`config.mk`:
```
export PLATFORM = sky130hd
export DESIGN_NAME = eeprom_wp_ctrl
export DESIGN_NICKNAME = d
export VERILOG_FILES = /design/src/rtl/eeprom_wp_ctrl.sv
export SDC_FILE = /design/constraint.sdc
export NUM_CORES = 1
export LEC_CHECK = 0
export BUFFER_PORTS_ARGS = -buffer_cell sky130_fd_sc_hd__buf_2
export CELL_PAD_IN_SITES_DETAIL_PLACEMENT = 1
export CELL_PAD_IN_SITES_GLOBAL_PLACEMENT = 1
export CORE_AREA = 3 3 74 69
export DETAILED_ROUTE_END_ITERATION = 7
export DIE_AREA = 0 0 77 72
export PLACE_DENSITY_LB_ADDON = 0.1
export SETUP_SLACK_MARGIN = 0.1
export SYNTH_ARGS = -nofsm -noshare
export SYNTH_HDL_FRONTEND = slang
export SYNTH_SLANG_ARGS = --single-unit
export TNS_END_PERCENT = 20
```
`constraint.sdc`:
```
create_clock -name clk -period 2.17 [get_ports clk]
set_input_delay 0.1085 -clock clk [delete_from_list [all_inputs] [get_ports clk]]
set_output_delay 0.1085 -clock clk [all_outputs]
set_load 0.03 [all_outputs]
```
`src/rtl/eeprom_wp_ctrl.sv`:
```
module eeprom_wp_ctrl #(
  parameter int ADDR_W    = 14,
  parameter int WR_CYCLES = 5000
) (
  input  logic              clk,
  input  logic              rst_n,
  input  logic              soft_por,
  input  logic              vdd_low,
  input  logic              wp_n,
  input  logic              cmd_wr_en,
  input  logic              cmd_wr_dis,
  input  logic              cmd_stat_rd,
  input  logic              cmd_stat_wr,
  input  logic [7:0]        stat_wdata,
  input  logic              cmd_mem_wr,
  input  logic [ADDR_W-1:0] mem_addr,
  output logic [7:0]        status,
  output logic [7:0]        status_snap,
  output logic              grant,
  output logic              reject,
  output logic              busy
);
  localparam int              TW      = $clog2(WR_CYCLES + 1);
  localparam logic [TW-1:0]   LOAD    = TW'(WR_CYCLES);
  localparam logic [TW-1:0]   ONE     = TW'(1);
  localparam logic [7:0]      NV_MASK = 8'h8C;
  localparam logic [ADDR_W:0] SPAN    = {1'b1, {ADDR_W{1'b0}}};

  logic [7:0]        nv_q;
  logic              wel_q;
  logic [TW-1:0]     tmr_q;
  logic [ADDR_W:0]   floor_addr;
  logic              hw_lock, blk_hit, power_drop;

  assign busy       = tmr_q != '0;
  assign status     = nv_q | {6'b0, wel_q, busy};
  assign hw_lock    = nv_q[7] & ~wp_n;
  assign power_drop = soft_por | vdd_low;
  assign blk_hit    = {1'b0, mem_addr} >= floor_addr;

  always_comb begin
    case (nv_q[3:2])
      2'b00:   floor_addr = SPAN;
      2'b01:   floor_addr = SPAN - (SPAN >> 2);
      2'b10:   floor_addr = SPAN >> 1;
      default: floor_addr = '0;
    endcase
  end

  always_ff @(posedge clk or negedge rst_n) begin
    if (!rst_n) begin
      nv_q        <= '0;
      wel_q       <= 1'b0;
      tmr_q       <= '0;
      grant       <= 1'b0;
      reject      <= 1'b0;
      status_snap <= '0;
    end else begin
      grant  <= 1'b0;
      reject <= 1'b0;
      if (cmd_stat_rd) status_snap <= status;
      if (power_drop) begin
        wel_q <= 1'b0;
        tmr_q <= '0;
      end else if (busy) begin
        tmr_q <= tmr_q - ONE;
        if (tmr_q == ONE) wel_q <= 1'b0;
      end else if (cmd_wr_dis) begin
        wel_q <= 1'b0;
      end else if (cmd_wr_en) begin
        wel_q <= 1'b1;
      end else if (cmd_stat_wr) begin
        if (wel_q && !hw_lock) begin
          nv_q  <= stat_wdata & NV_MASK;
          tmr_q <= LOAD;
          grant <= 1'b1;
        end else begin
          reject <= 1'b1;
        end
      end else if (cmd_mem_wr) begin
        if (wel_q && !blk_hit) begin
          tmr_q <= LOAD;
          grant <= 1'b1;
        end else begin
          reject <= 1'b1;
        end
      end
    end
  end
endmodule

```
# Word-level counts from Yosys, hierarchy flattened
# Index checks and enable logic that the tools add are counted.
[word_totals] regBits=27 input_bits=32
[op_classes] addsub=1 n_lt_le_gt_ge=1 n_eq_ne=7 mux=30 bitwise_logic=8 reduce_logical=12
[op_table] op="$mux W13" n=8
[op_table] op="$pmux W15 S3" n=1
[op_table] op="$mux W1" n=21
[op_table] op="$ge A14 B15 Y1" n=1
[op_table] op="$eq A13 B1 Y1 const B" n=1
[op_table] op="$reduce_bool A13 Y1" n=1
[op_table] op="$sub A13 B1 Y13 const B" n=1
[op_table] op="$reduce_bool A4 Y1" n=3
[op_table] op="$ne A3 B1 Y1 const B" n=3
[op_table] op="$or A8 B2 Y8" n=1
[op_table] op="$reduce_and A6 Y1" n=1
[op_table] op="$not A1 Y1" n=5
[op_table] op="$reduce_and A5 Y1" n=1
[op_table] op="$ne A4 B1 Y1 const B" n=1
[op_table] op="$eq A2 B1 Y1 const B" n=1
[op_table] op="$eq A2 B2 Y1 const B" n=1
[op_table] op="$logic_and A1 B1 Y1" n=2
[op_table] op="$logic_not A1 Y1" n=2
[op_table] op="$logic_not A2 Y1" n=1
[op_table] op="$reduce_and A2 Y1" n=1
[op_table] op="$and A1 B1 Y1" n=1
[op_table] op="$or A1 B1 Y1" n=1

# Longest topological paths before layout
[logic_depth] ltp_word=12 mapped_depth=10 depth_no_buf=9

# Worst setup path after synthesis
# Ideal clock, no wire load.
[synth_timing] kind="flip-flop to flip-flop" startpoint="register nv_q[3]" endpoint="register tmr_q[7]" setup_time_ns=0.099 arrival_time_ns=2.316 required_time_ns=2.071 setup_slack_ns=-0.246 stages_incl_launch_ff=10 path_buffers=0 cell_sequence="dfrtp_1 > inv_1 > ha_1 > inv_1 > ha_1 > nor4b_1 > and4_1 > nor4b_1 > o41ai_2 > a311oi_1"
[synth_between] elab_chain_len=7 elab_cells_between_ends=9
[synth_lines] element="start: declaration" line_no="29" rtl="logic [7:0] nv_q;"
[synth_lines] element="start signal: assignment" line_no="74" rtl="nv_q <= stat_wdata & NV_MASK;"
[synth_lines] element="$eq A2 B2 Y1 (tied with other cells)" line_no="42" rtl="case (nv_q[3:2])"
[synth_lines] element="$pmux W15 S3 (*)" line_no="42"
[synth_lines] element="$ge A14 B15 Y1 (*)" line_no="39" rtl="assign blk_hit = {1'b0, mem_addr} >= floor_addr;"
[synth_lines] element="$logic_not A1 Y1 (*)" line_no="81" rtl="if (wel_q && !blk_hit) begin"
[synth_lines] element="$logic_and A1 B1 Y1 (*)" line_no="81"
[synth_lines] element="$reduce_bool A4 Y1 (no source line) (*)"
[synth_lines] element="$reduce_and A5 Y1 (no source line) (*)"
[synth_lines] element="end signal: assignment" line_no="66" rtl="tmr_q <= tmr_q - ONE;"
[synth_lines] element="end: declaration" line_no="31" rtl="logic [TW-1:0] tmr_q;"
# Mark *: on every way between the ends. The rest lies on a longest branch, timed or not.
# A chain may end at the register's enable or synchronous reset.

# Worst setup path in the final report
[layout_timing] startpoint="register nv_q[3]" endpoint="register tmr_q[0]"
# Same word-level chain as after synthesis.

==> results.yml <==
run_status:
  status: "finished clean"
timing:
  relSlewSlack: 0.6406
  timing.fmax_mhz: 481.0
  fin_crit_sh: 0.9580
  clock_skew_ns: 0.01049
  setup_viol_count_final: 0
  slew_viol_final: 0
  report.final.hold_viol_count: 0
  worstMarginPinSlew_ns: 0.5391
  period_needed_ns: 2.079
  rsz0062_at_grt: "true"
cells_and_area:
  stdcell_count: 261
  nNetsFinal: 238
  syn_to_final_growth_pct: 38.12
  nFillCells: 518
  multiInputGateArea_um2: 877.1
  post_route_cells_drive_above_1_share: 0.4322
  final-seq-area_um2: 603.1
  stdcell_area_um2: 1963
  antennaDiodeCount: 0
clock_tree:
  cts_made_buffers: 3
  cts_num_sinks: 24
  path_clk_slew_ns: 0.08
  cts_buffer_depth: 2
  tritoncts: "built"
  cts_max_level: 1
  cts_root_buf: "clkbuf_8"
  clock_latency_ns: 0.27
grt:
  antenna_found_initial: 0
  grt-busiest-layer: "met2"
  track_usage: 0.1629
  gr-usage-met2: 0.2940
  use_met1: 0.2020
  grt_pass1_vias: 1450
  grt_max_degree: 25
  overflow: 0
  met3_usage: 0.03226
  grt_pass1_wl_mm: 7.231
drt:
  num_vias: 1306
  route.detailed.drc: 0
  ant_nets: 0
  firstDrtPassIters: 4
  routed_wl_mm: 4.210
  avgRoutedWirePerCell_um: 16.13
  drt-initial-drc-count: 55
  vias_per_cell: 5.004
setup_path:
  cp_data_arrival_time_ns: 2.28
  endpoint_kind: "register"
  path_class: "reg -> reg"
  cp_max_fo: 3
  required_ns: 2.37
  start_kind: "register"
synthesis:
  synth_area_leader_cell: "dfrtp_1"
  synthesis.instances: 146
  ys_warn_count: 0
  synth_edf_count: 0
  synth.avg_cell_area_um2: 9.735
  yosys-top-cells-area: "dfrtp_1, nor2_1, ha_1"
  synth.cell_area_um2: 1421
  yosys_register_bits: 24
  yosysUniqueCellTypes: 42
  yosysTopAreaCellShare: 0.4225
  synth-async-reset-ratio: 1.000
  dominantRegCellSynth: "dfrtp_1"
  yosysSeqAreaShare: 0.4225
place:
  gp_congestion: 0.7882
  dp.cells: 249
  port_buffers: 39
  post_dp_cell_area_um2: 1702
  hpwl_mm: 3.069
power:
  leakagePower_nw: 0.8853
  irDropWorstVdd_v: 0.001093
  p_per_area_nw_per_um2: 1255
die:
  dieArea_um2: 5544
  die_w_um: 77
  die_y_um: 72
  core_um2: 4403
  ioPinCount: 51
  start_util: 0.3228
  rows: 23
min_path:
  holdCritPathClass: "in -> reg"
flow_run:
  drv_cap: 0
-- state kept, by name (all words and copies together) (netlist names) --
register	flops
grant	1
nv_q	3
reject	1
status_snap	5
tmr_q	13
wel_q	1
-- what timing repair did --
item                                    4_1_cts  5_1_grt
setup buffers                                 4        1
hold endpoints to repair                     25        0
hold buffers                                  3        0
resized for setup                            16        8
endpoints found under the setup margin        9       15
pin swaps                                     7       12
gates cloned                                  0        0
-- area by class of cell --
cell class / count / area share
sequential: 24 / 0.3072
multi-input combinational: 109 / 0.4468
tap: 62 / 0.03952
timing repair buffer: 53 / 0.1587
inverter: 9 / 0.01976
clock buffer: 4 / 0.02804
-- logic make-up after synthesis --
group | Yosys count | synth area share
AND/OR/NAND/NOR | 64 | 0.2597
flip-flops | 24 | 0.4225
AO/OA/AOI/OAI | 20 | 0.1048
buffers and inverters | 18 | 0.06954
XOR/XNOR | 8 | 0.04929
adder cells (fa/ha/maj) | 6 | 0.05282
multiplexers | 5 | 0.03873
other | 1 | 0.002638
-- where the power goes --
part	leakage (nW)	switching [mW]	internal [mW]
Sequential	0.295	0.117	0.544
Combinational	0.562	0.903	0.596
Clock	0.0288	0.142	0.162
-- worst max-delay path, cell delays in order (launching register included) --
cell and delay (ns):
dfrtp_2 0.39, inv_4 0.05, ha_4 0.27, inv_4 0.03, ha_4 0.26, nor4b_4 0.18
and4_4 0.26, buf_4 0.11, nor3_1 0.05, nor2_2 0.21, a41o_1 0.20
-- cell usage after synthesis, drive strengths merged (2+ instances only) --
cell type / number
nor3: 6
inv: 9
nand3: 3
nand2: 12
nor2: 22
mux2: 4
o21ai: 4
nor4: 5
dfrtp: 24
a21oi: 5
ha: 6
buf: 9
xnor2: 4
xor2: 4
nor4b: 6
nor2b: 2
-- metal layers --
layer  wire length, µm  vias to the layer above  share of wire
met1              1818                      647           0.43
met2              2129                       39           0.51
met3               159                       11          0.038
li1                  -                      609              -
met5                 0                        -              0
met4               102                        0          0.024
-- cell usage in the layout (no fill, tap or decap), types with 2 or more instances in the layout --
cell            n
nor4_1          3
nor4b_4         3
buf_2          39
nor2_1         20
inv_4           2
nor3_1          5
dfrtp_1        22
nor2_2          2
clkbuf_8        4
inv_2           2
dfrtp_2         2
o21ai_0         4
nand2_1        12
buf_4          10
conb_1          6
ha_4            4
nor4_4          2
dlygate4sd3_1   3
xnor2_1         4
mux2_2          4
inv_1           5
nor2b_1         2
xor2_1          4
nor4b_2         2
nand3_1         3
a21oi_1         4
ha_1            2
-- through the flow --
step | hold slack [ns] | TNS, ns | worst slack, ns | power [mW] | util
CTS | 0.05203 | -0.03009 | -0.03005 | 2.437 | 0.4345
detailed placement | 0.1394 | -0.2287 | -0.1006 | 2.063 | 0.3865
global route | 0.06217 | -0.07741 | -0.02379 | 2.692 | 0.4459
finish | 0.06260 | 0 | 0.09105 | 2.465 | 0.4459
global placement | 0.1341 | -0.02566 | -0.02566 | 2.038 | 0.3865
floorplan | -0.1871 | 0 | 0.01805 | 1.721 | -
-- final timing paths --
check | endpoint | cells after the start | slack, ns | start
setup / recovery | tmr_q[0] | 10 | 0.09 | nv_q[3]
setup reg to reg | tmr_q[0] | 10 | 0.09 | nv_q[3]
hold reg to reg | status_snap[3] | 1 | 0.50 | status_snap[3]
min in group asynchronous | grant | 2 | 0.35 | rst_n
hold / removal | nv_q[7] | 3 | 0.06 | stat_wdata[7]
max in group asynchronous | nv_q[2] | 2 | 1.41 | rst_n
No activity file was read; power rests on OpenSTA's default activity.
